==> config.mk <==
export PLATFORM = sky130hd
export DESIGN_NAME = smb_host_seq
export DESIGN_NICKNAME = d
export VERILOG_FILES = /design/src/rtl/smb_host_seq.sv
export SDC_FILE = /design/constraint.sdc
export NUM_CORES = 1
export LEC_CHECK = 0
export BUFFER_PORTS_ARGS = -buffer_cell sky130_fd_sc_hd__buf_2
export CORE_ASPECT_RATIO = 1.1
export CORE_MARGIN = 5
export CORE_UTILIZATION = 60
export CTS_CLUSTER_SIZE = 8
export DETAILED_ROUTE_END_ITERATION = 8
export GPL_TIMING_DRIVEN = 0
export PLACE_DENSITY = 0.89
export SLEW_MARGIN = 25
export SYNTH_ARGS = -nofsm -noshare
export SYNTH_HDL_FRONTEND = slang
export SYNTH_SLANG_ARGS = --single-unit
==> constraint.sdc <==
create_clock -name clk -period 6.2 [get_ports clk]
set_input_delay 1.24 -clock clk [delete_from_list [all_inputs] [get_ports clk]]
set_output_delay 1.24 -clock clk [all_outputs]
set_load 0.02 [all_outputs]
==> src/rtl/smb_host_seq.sv <==
module smb_host_seq #(
  parameter int BLK_MAX = 32
) (
  input  logic       clk,
  input  logic       rst_n,
  input  logic       reg_we,
  input  logic [2:0] reg_addr,
  input  logic [7:0] reg_wdata,
  output logic [7:0] reg_rdata,
  output logic       bm_req,
  output logic [1:0] bm_op,
  output logic [7:0] bm_wbyte,
  output logic       bm_nack,
  input  logic       bm_done,
  input  logic [1:0] bm_resp,
  input  logic [7:0] bm_rbyte
);

  localparam logic [7:0] MAXB = 8'(BLK_MAX);
  localparam logic [2:0] P_QUICK = 3'd0, P_BYTE = 3'd1, P_BDATA = 3'd2,
                         P_WORD = 3'd3, P_BLK = 3'd5, P_I2C = 3'd6;
  localparam logic [1:0] OP_START = 2'd0, OP_SEND = 2'd1, OP_RECV = 2'd2, OP_STOP = 2'd3;

  typedef enum logic [3:0] {
    K_IDLE, K_START, K_ADDR, K_CMD, K_RS, K_ADDRR, K_WD0, K_WD1,
    K_RD0, K_RD1, K_WCNT, K_RCNT, K_BW, K_BR, K_WAIT, K_STOP
  } kind_t;

  kind_t      kind_q, nxt;
  logic [7:0] cmd_q, adr_q, d0_q, d1_q, blk_q, rem_q;
  logic [2:0] proto_q;
  logic       last_q, kill_q, fin_q;
  logic       p_dev, p_bus, p_fail;
  logic       st_bd, st_fail, st_berr, st_derr, st_done;
  logic       busy, rw, rd_comb, start_bad;

  function automatic logic cnt_ok(input logic [7:0] c);
    return (c != 8'd0) && (c <= MAXB);
  endfunction

  assign busy    = (kind_q != K_IDLE);
  assign rw      = adr_q[0];
  assign rd_comb = rw && (proto_q inside {P_BDATA, P_WORD, P_BLK, P_I2C});

  assign start_bad = (reg_wdata[4:2] == 3'd4) || (reg_wdata[4:2] == 3'd7) ||
                     ((reg_wdata[4:2] == P_BLK || reg_wdata[4:2] == P_I2C) && !rw && !cnt_ok(d0_q));

  always_comb begin
    case (reg_addr)
      3'd0:    reg_rdata = {st_bd, 2'b00, st_fail, st_berr, st_derr, st_done, busy};
      3'd1:    reg_rdata = {2'b00, last_q, proto_q, kill_q, 1'b0};
      3'd2:    reg_rdata = cmd_q;
      3'd3:    reg_rdata = adr_q;
      3'd4:    reg_rdata = d0_q;
      3'd5:    reg_rdata = d1_q;
      3'd6:    reg_rdata = blk_q;
      default: reg_rdata = 8'h00;
    endcase
  end

  assign bm_req = busy && (kind_q != K_WAIT);

  always_comb begin
    bm_op    = OP_SEND;
    bm_wbyte = 8'h00;
    bm_nack  = 1'b0;
    case (kind_q)
      K_START, K_RS: bm_op = OP_START;
      K_STOP:        bm_op = OP_STOP;
      K_ADDR:        bm_wbyte = rd_comb ? {adr_q[7:1], 1'b0} : adr_q;
      K_ADDRR:       bm_wbyte = {adr_q[7:1], 1'b1};
      K_CMD:         bm_wbyte = (proto_q == P_I2C && rw) ? d1_q : cmd_q;
      K_WD0, K_WCNT: bm_wbyte = d0_q;
      K_WD1:         bm_wbyte = d1_q;
      K_BW:          bm_wbyte = blk_q;
      K_RD0: begin bm_op = OP_RECV; bm_nack = (proto_q != P_WORD); end
      K_RD1: begin bm_op = OP_RECV; bm_nack = 1'b1; end
      K_RCNT:        bm_op = OP_RECV;
      K_BR: begin bm_op = OP_RECV; bm_nack = (proto_q == P_I2C) ? last_q : (rem_q == 8'd1); end
      default: ;
    endcase
  end

  always_comb begin
    nxt = K_STOP;
    case (kind_q)
      K_START: nxt = K_ADDR;
      K_ADDR:  nxt = (proto_q == P_QUICK) ? K_STOP : (proto_q == P_BYTE && rw) ? K_RD0 : K_CMD;
      K_CMD: begin
        if (proto_q == P_BYTE)                         nxt = K_STOP;
        else if (rw)                                   nxt = K_RS;
        else if (proto_q == P_BDATA || proto_q == P_WORD) nxt = K_WD0;
        else if (proto_q == P_BLK)                     nxt = K_WCNT;
        else                                           nxt = K_BW;
      end
      K_RS:    nxt = K_ADDRR;
      K_ADDRR: nxt = (proto_q == P_BLK) ? K_RCNT : (proto_q == P_I2C) ? K_BR : K_RD0;
      K_WD0:   nxt = (proto_q == P_WORD) ? K_WD1 : K_STOP;
      K_RD0:   nxt = (proto_q == P_WORD) ? K_RD1 : K_STOP;
      K_WCNT:  nxt = K_BW;
      K_RCNT:  nxt = K_BR;
      K_BW, K_BR: nxt = K_WAIT;
      default: nxt = K_STOP;
    endcase
  end

  always_ff @(posedge clk or negedge rst_n) begin
    if (!rst_n) begin
      kind_q  <= K_IDLE;
      cmd_q   <= '0; adr_q <= '0; d0_q <= '0; d1_q <= '0; blk_q <= '0; rem_q <= '0;
      proto_q <= '0; last_q <= 1'b0; kill_q <= 1'b0; fin_q <= 1'b0;
      p_dev   <= 1'b0; p_bus <= 1'b0; p_fail <= 1'b0;
      st_bd   <= 1'b0; st_fail <= 1'b0; st_berr <= 1'b0; st_derr <= 1'b0; st_done <= 1'b0;
    end else begin
      if (reg_we) begin
        case (reg_addr)
          3'd0: begin
            if (reg_wdata[7]) st_bd   <= 1'b0;
            if (reg_wdata[4]) st_fail <= 1'b0;
            if (reg_wdata[3]) st_berr <= 1'b0;
            if (reg_wdata[2]) st_derr <= 1'b0;
            if (reg_wdata[1]) st_done <= 1'b0;
          end
          3'd1: begin
            if (!busy) begin
              last_q  <= reg_wdata[5];
              proto_q <= reg_wdata[4:2];
              if (reg_wdata[6]) begin
                if (start_bad) st_fail <= 1'b1;
                else begin
                  kind_q <= K_START;
                  p_dev  <= 1'b0; p_bus <= 1'b0; p_fail <= 1'b0;
                  fin_q  <= 1'b0;
                  rem_q  <= d0_q;
                end
              end
            end else if (!reg_wdata[6]) begin
              last_q <= reg_wdata[5];
              if (reg_wdata[1]) kill_q <= 1'b1;
            end
          end
          3'd2: if (!busy) cmd_q <= reg_wdata;
          3'd3: if (!busy) adr_q <= reg_wdata;
          3'd4: if (!busy) d0_q  <= reg_wdata;
          3'd5: if (!busy) d1_q  <= reg_wdata;
          3'd6: blk_q <= reg_wdata;
          default: ;
        endcase
      end

      case (kind_q)
        K_IDLE: ;
        K_WAIT: begin
          if (kill_q) begin
            p_fail <= 1'b1;
            kind_q <= K_STOP;
          end else if (!st_bd) begin
            kind_q <= fin_q ? K_STOP : (rw ? K_BR : K_BW);
          end
        end
        K_STOP: begin
          if (bm_done) begin
            kind_q <= K_IDLE;
            kill_q <= 1'b0;
            if (p_dev)  st_derr <= 1'b1;
            if (p_bus)  st_berr <= 1'b1;
            if (p_fail) st_fail <= 1'b1;
            if (!(p_dev || p_bus || p_fail)) st_done <= 1'b1;
          end
        end
        default: begin
          if (bm_done) begin
            if (bm_resp != 2'd0) begin
              if (bm_resp == 2'd1) p_dev <= 1'b1;
              else                 p_bus <= 1'b1;
              kind_q <= K_STOP;
            end else begin
              case (kind_q)
                K_RD0:  d0_q  <= bm_rbyte;
                K_RD1:  d1_q  <= bm_rbyte;
                K_RCNT: begin d0_q <= bm_rbyte; rem_q <= bm_rbyte; end
                K_BR:   blk_q <= bm_rbyte;
                default: ;
              endcase
              if (kind_q == K_BW || kind_q == K_BR) begin
                st_bd <= 1'b1;
                fin_q <= (kind_q == K_BR && proto_q == P_I2C) ? last_q : (rem_q == 8'd1);
                rem_q <= rem_q - 8'd1;
              end
              if (kill_q) begin
                p_fail <= 1'b1;
                kind_q <= K_STOP;
              end else if (kind_q == K_RCNT && !cnt_ok(bm_rbyte)) begin
                p_fail <= 1'b1;
                kind_q <= K_STOP;
              end else begin
                kind_q <= nxt;
              end
            end
          end
        end
      endcase
    end
  end

endmodule

==> run metrics <==
Cell Chain, Critical Path=buf_2 -> clkbuf_1 -> nor2b_1 -> clkbuf_1 -> a22oi_1 -> nand2_1 -> o21ai_0 -> o21ai_0 -> buf_2; clock root buffer=clkbuf_8; largest fanout on the critical path=10; CTS Sinks=66; synth top area cells=dfrtp_1, mux2i_1, a21oi_1; Max Cap Violations=0; Synth cell types=67; clock network fraction of total power=0.181; largest net degree at the start of global routing=36; Netlist Area Pre-Place=0.00466 mm^2; number of setup buffers added after CTS=0; initial antenna violation count=0; Mapped Cells=532; Final Skew=13.3 ps; Leak=2.37 nW; core area=0.00751 mm^2; Max Freq=between 0.2 and 0.25 GHz; WL/cell=21.8 um; Detailed Place HPWL=11.1 mm; # IOs=45; combinational share of power=0.458; vias in the first global route=4,464; Clock transition at path regs=80 ps; sequential fraction of the synthesis area=0.355; DRT iter0 DRCs=469; critical path class=in2out; Initial Util=0.620; Yosys top cell by area=dfrtp_1; syn_nets=559; fin nets=610; global-route wire length before repair=23.6 mm; Yosys reg bits=66; prevailing post-synth register cell=dfrtp_1; outcome=complete, no violations; # resized after CTS=0; slowest cell on the critical path=clkbuf_1; chip width=94.0 um; RSZ-0062 raised after global routing=no; syn avg cell area=slightly below 9 um^2; DRC=0; vias=4,730; pwr dens=about 420 mW/mm^2; Post-synth ARST share=1.00; area delta synth->final=11.9%; H-Tree Depth=3; Design Area, Final=0.00521 mm^2; Area after DPL=0.00501 mm^2; Psw=0.00102 W; Post-synth EDFFs=0; ANT nets after route=0; Switching Share=0.465; 1st-pass router iterations=5; most common cell in the netlist=dfrtp_1; die area=~0.0096 mm^2; worst-margin pin slew=793 ps; PortBufs=39; element type at the critical path end=primary output; Setup WS pre-CTS=1980 ps; GPL Wtd Cong=0.960; wirelength, routed=~15 mm; GR Util All Layers=0.322; P_int=between 0.001 and 0.0015 W; CP required=just under 5000 ps; r2r setup slk=3760 ps; final worst path period share=0.691; hold buffers post-CTS=0; CTS tree=built; Rel. slew slack=0.467; Hold Fails Final Rpt=0; Worst Path Arrival=around 3000 ps; Ys Warns=0; Post-Route Setup TNS=0 ps; post-synth top area share=0.355; VDD IR max=0.280 mV; die height=~100 um; via density per instance=6.83; grt ovf=0; Reg power frac=0.362; post-route setup slack=1920 ps; worst hold path type=reg2reg; Pins Over Slew Limit=0; deepest clock path buffer count=2; Max stage delay on crit path=420 ps; Core Rows=33; total CTS buffers=9; Worst-Skew Late Latency=360 ps; crit path launch type=primary input; synth cell count leaders=dfrtp_1, nor2_1, a21oi_1; Final Setup Violations=0; ANT cells=0; layout cells sized above 1=0.172; min Tclk post-route=4280 ps
## stage by stage
step            util  hold WS (ps)  power (W)  cells
3_5_place_dp   0.666           482    0.00175    677
3_3_place_gp   0.663           489    0.00172    676
4_1_cts        0.693           508    0.00214    693
5_1_grt        0.693           526    0.00230    693
2_1_floorplan      -           461    0.00143    532
6_report       0.693           513    0.00218    693
## cells by family after synthesis
kind of cell / Yosys count / synth area share
compound gates: 161 / 0.235
simple gates: 187 / 0.201
fa+ha+maj: 2 / 0.00537
buf+inv: 44 / 0.0379
mux: 63 / 0.149
flops: 66 / 0.355
xor+xnor: 9 / 0.0169
## worst paths after layout
kind / startpoint / depth (start not counted) / end
max in group asynchronous: rst_n / 2 / blk_q[5]$_DFF_PN0_
min: st_done$_DFF_PN0_ / 1 / st_done$_DFF_PN0_
max reg2reg: kind_q[0]$_DFF_PN0_ / 6 / p_bus$_DFF_PN0_
max: reg_addr[2] / 9 / reg_rdata[4]
min reg2reg: st_done$_DFF_PN0_ / 1 / st_done$_DFF_PN0_
min in group asynchronous: rst_n / 1 / rem_q[3]$_DFF_PN0_
## critical path: cells and delay by family
kind	cells	cell delay, ps
AO/OA/AOI/OAI	3	360
AND/OR/NAND/NOR	2	310
buffers and inverters	4	1110
## state kept, by name (all words and copies together) (netlist names), 3 cells and up
name	cells
rem_q	8
blk_q	8
d0_q	8
proto_q	3
kind_q	4
adr_q	8
cmd_q	8
d1_q	8
## power groups by stage
stage               registers [W]  logic, W  clock network [W]
finish                   0.000789  0.000999           0.000394
global route             0.000800   0.00108           0.000413
CTS                      0.000773  0.000977           0.000392
detailed placement       0.000780  0.000971                  0
global placement         0.000776  0.000948                  0
floorplan                0.000695  0.000733                  0
## routing by layer
metal,part of all wire,GRT usage,wire length (um)
met1,0.40,0.446,6040
met3,0.11,0.0788,1720
met2,0.45,0.496,6860
met5,0,0,0
met4,0.033,0.110,502
## layout make-up
class                           instances  area, um^2
Multi-Input combinational cell        422        2830
Fill cell                             621        2300
Sequential cell                        66        1650
Timing Repair Buffer                   40         218
Buffer                                 36         146
Tap cell                              105         131
Clock buffer                            9         124
Clock inverter                          7        80.1
Inverter                                8        30.0
## cell usage in the layout, fill, tap and decap left out, types with 4 or more instances in the layout
cell / count
o31ai_1: 5
clkbuf_8: 9
xnor2_1: 5
a31oi_1: 5
nor4_1: 4
nor2b_1: 13
mux2i_1: 39
mux2_2: 21
nand2_1: 47
nand3_1: 15
o21ai_0: 23
xor2_1: 4
buf_1: 5
nor2_1: 63
clkbuf_1: 22
nor3_1: 6
a22oi_1: 16
inv_1: 8
a22o_1: 14
buf_2: 47
dfrtp_1: 66
o211ai_1: 17
a21oi_1: 49
No activity file was read; power rests on OpenSTA's default activity.
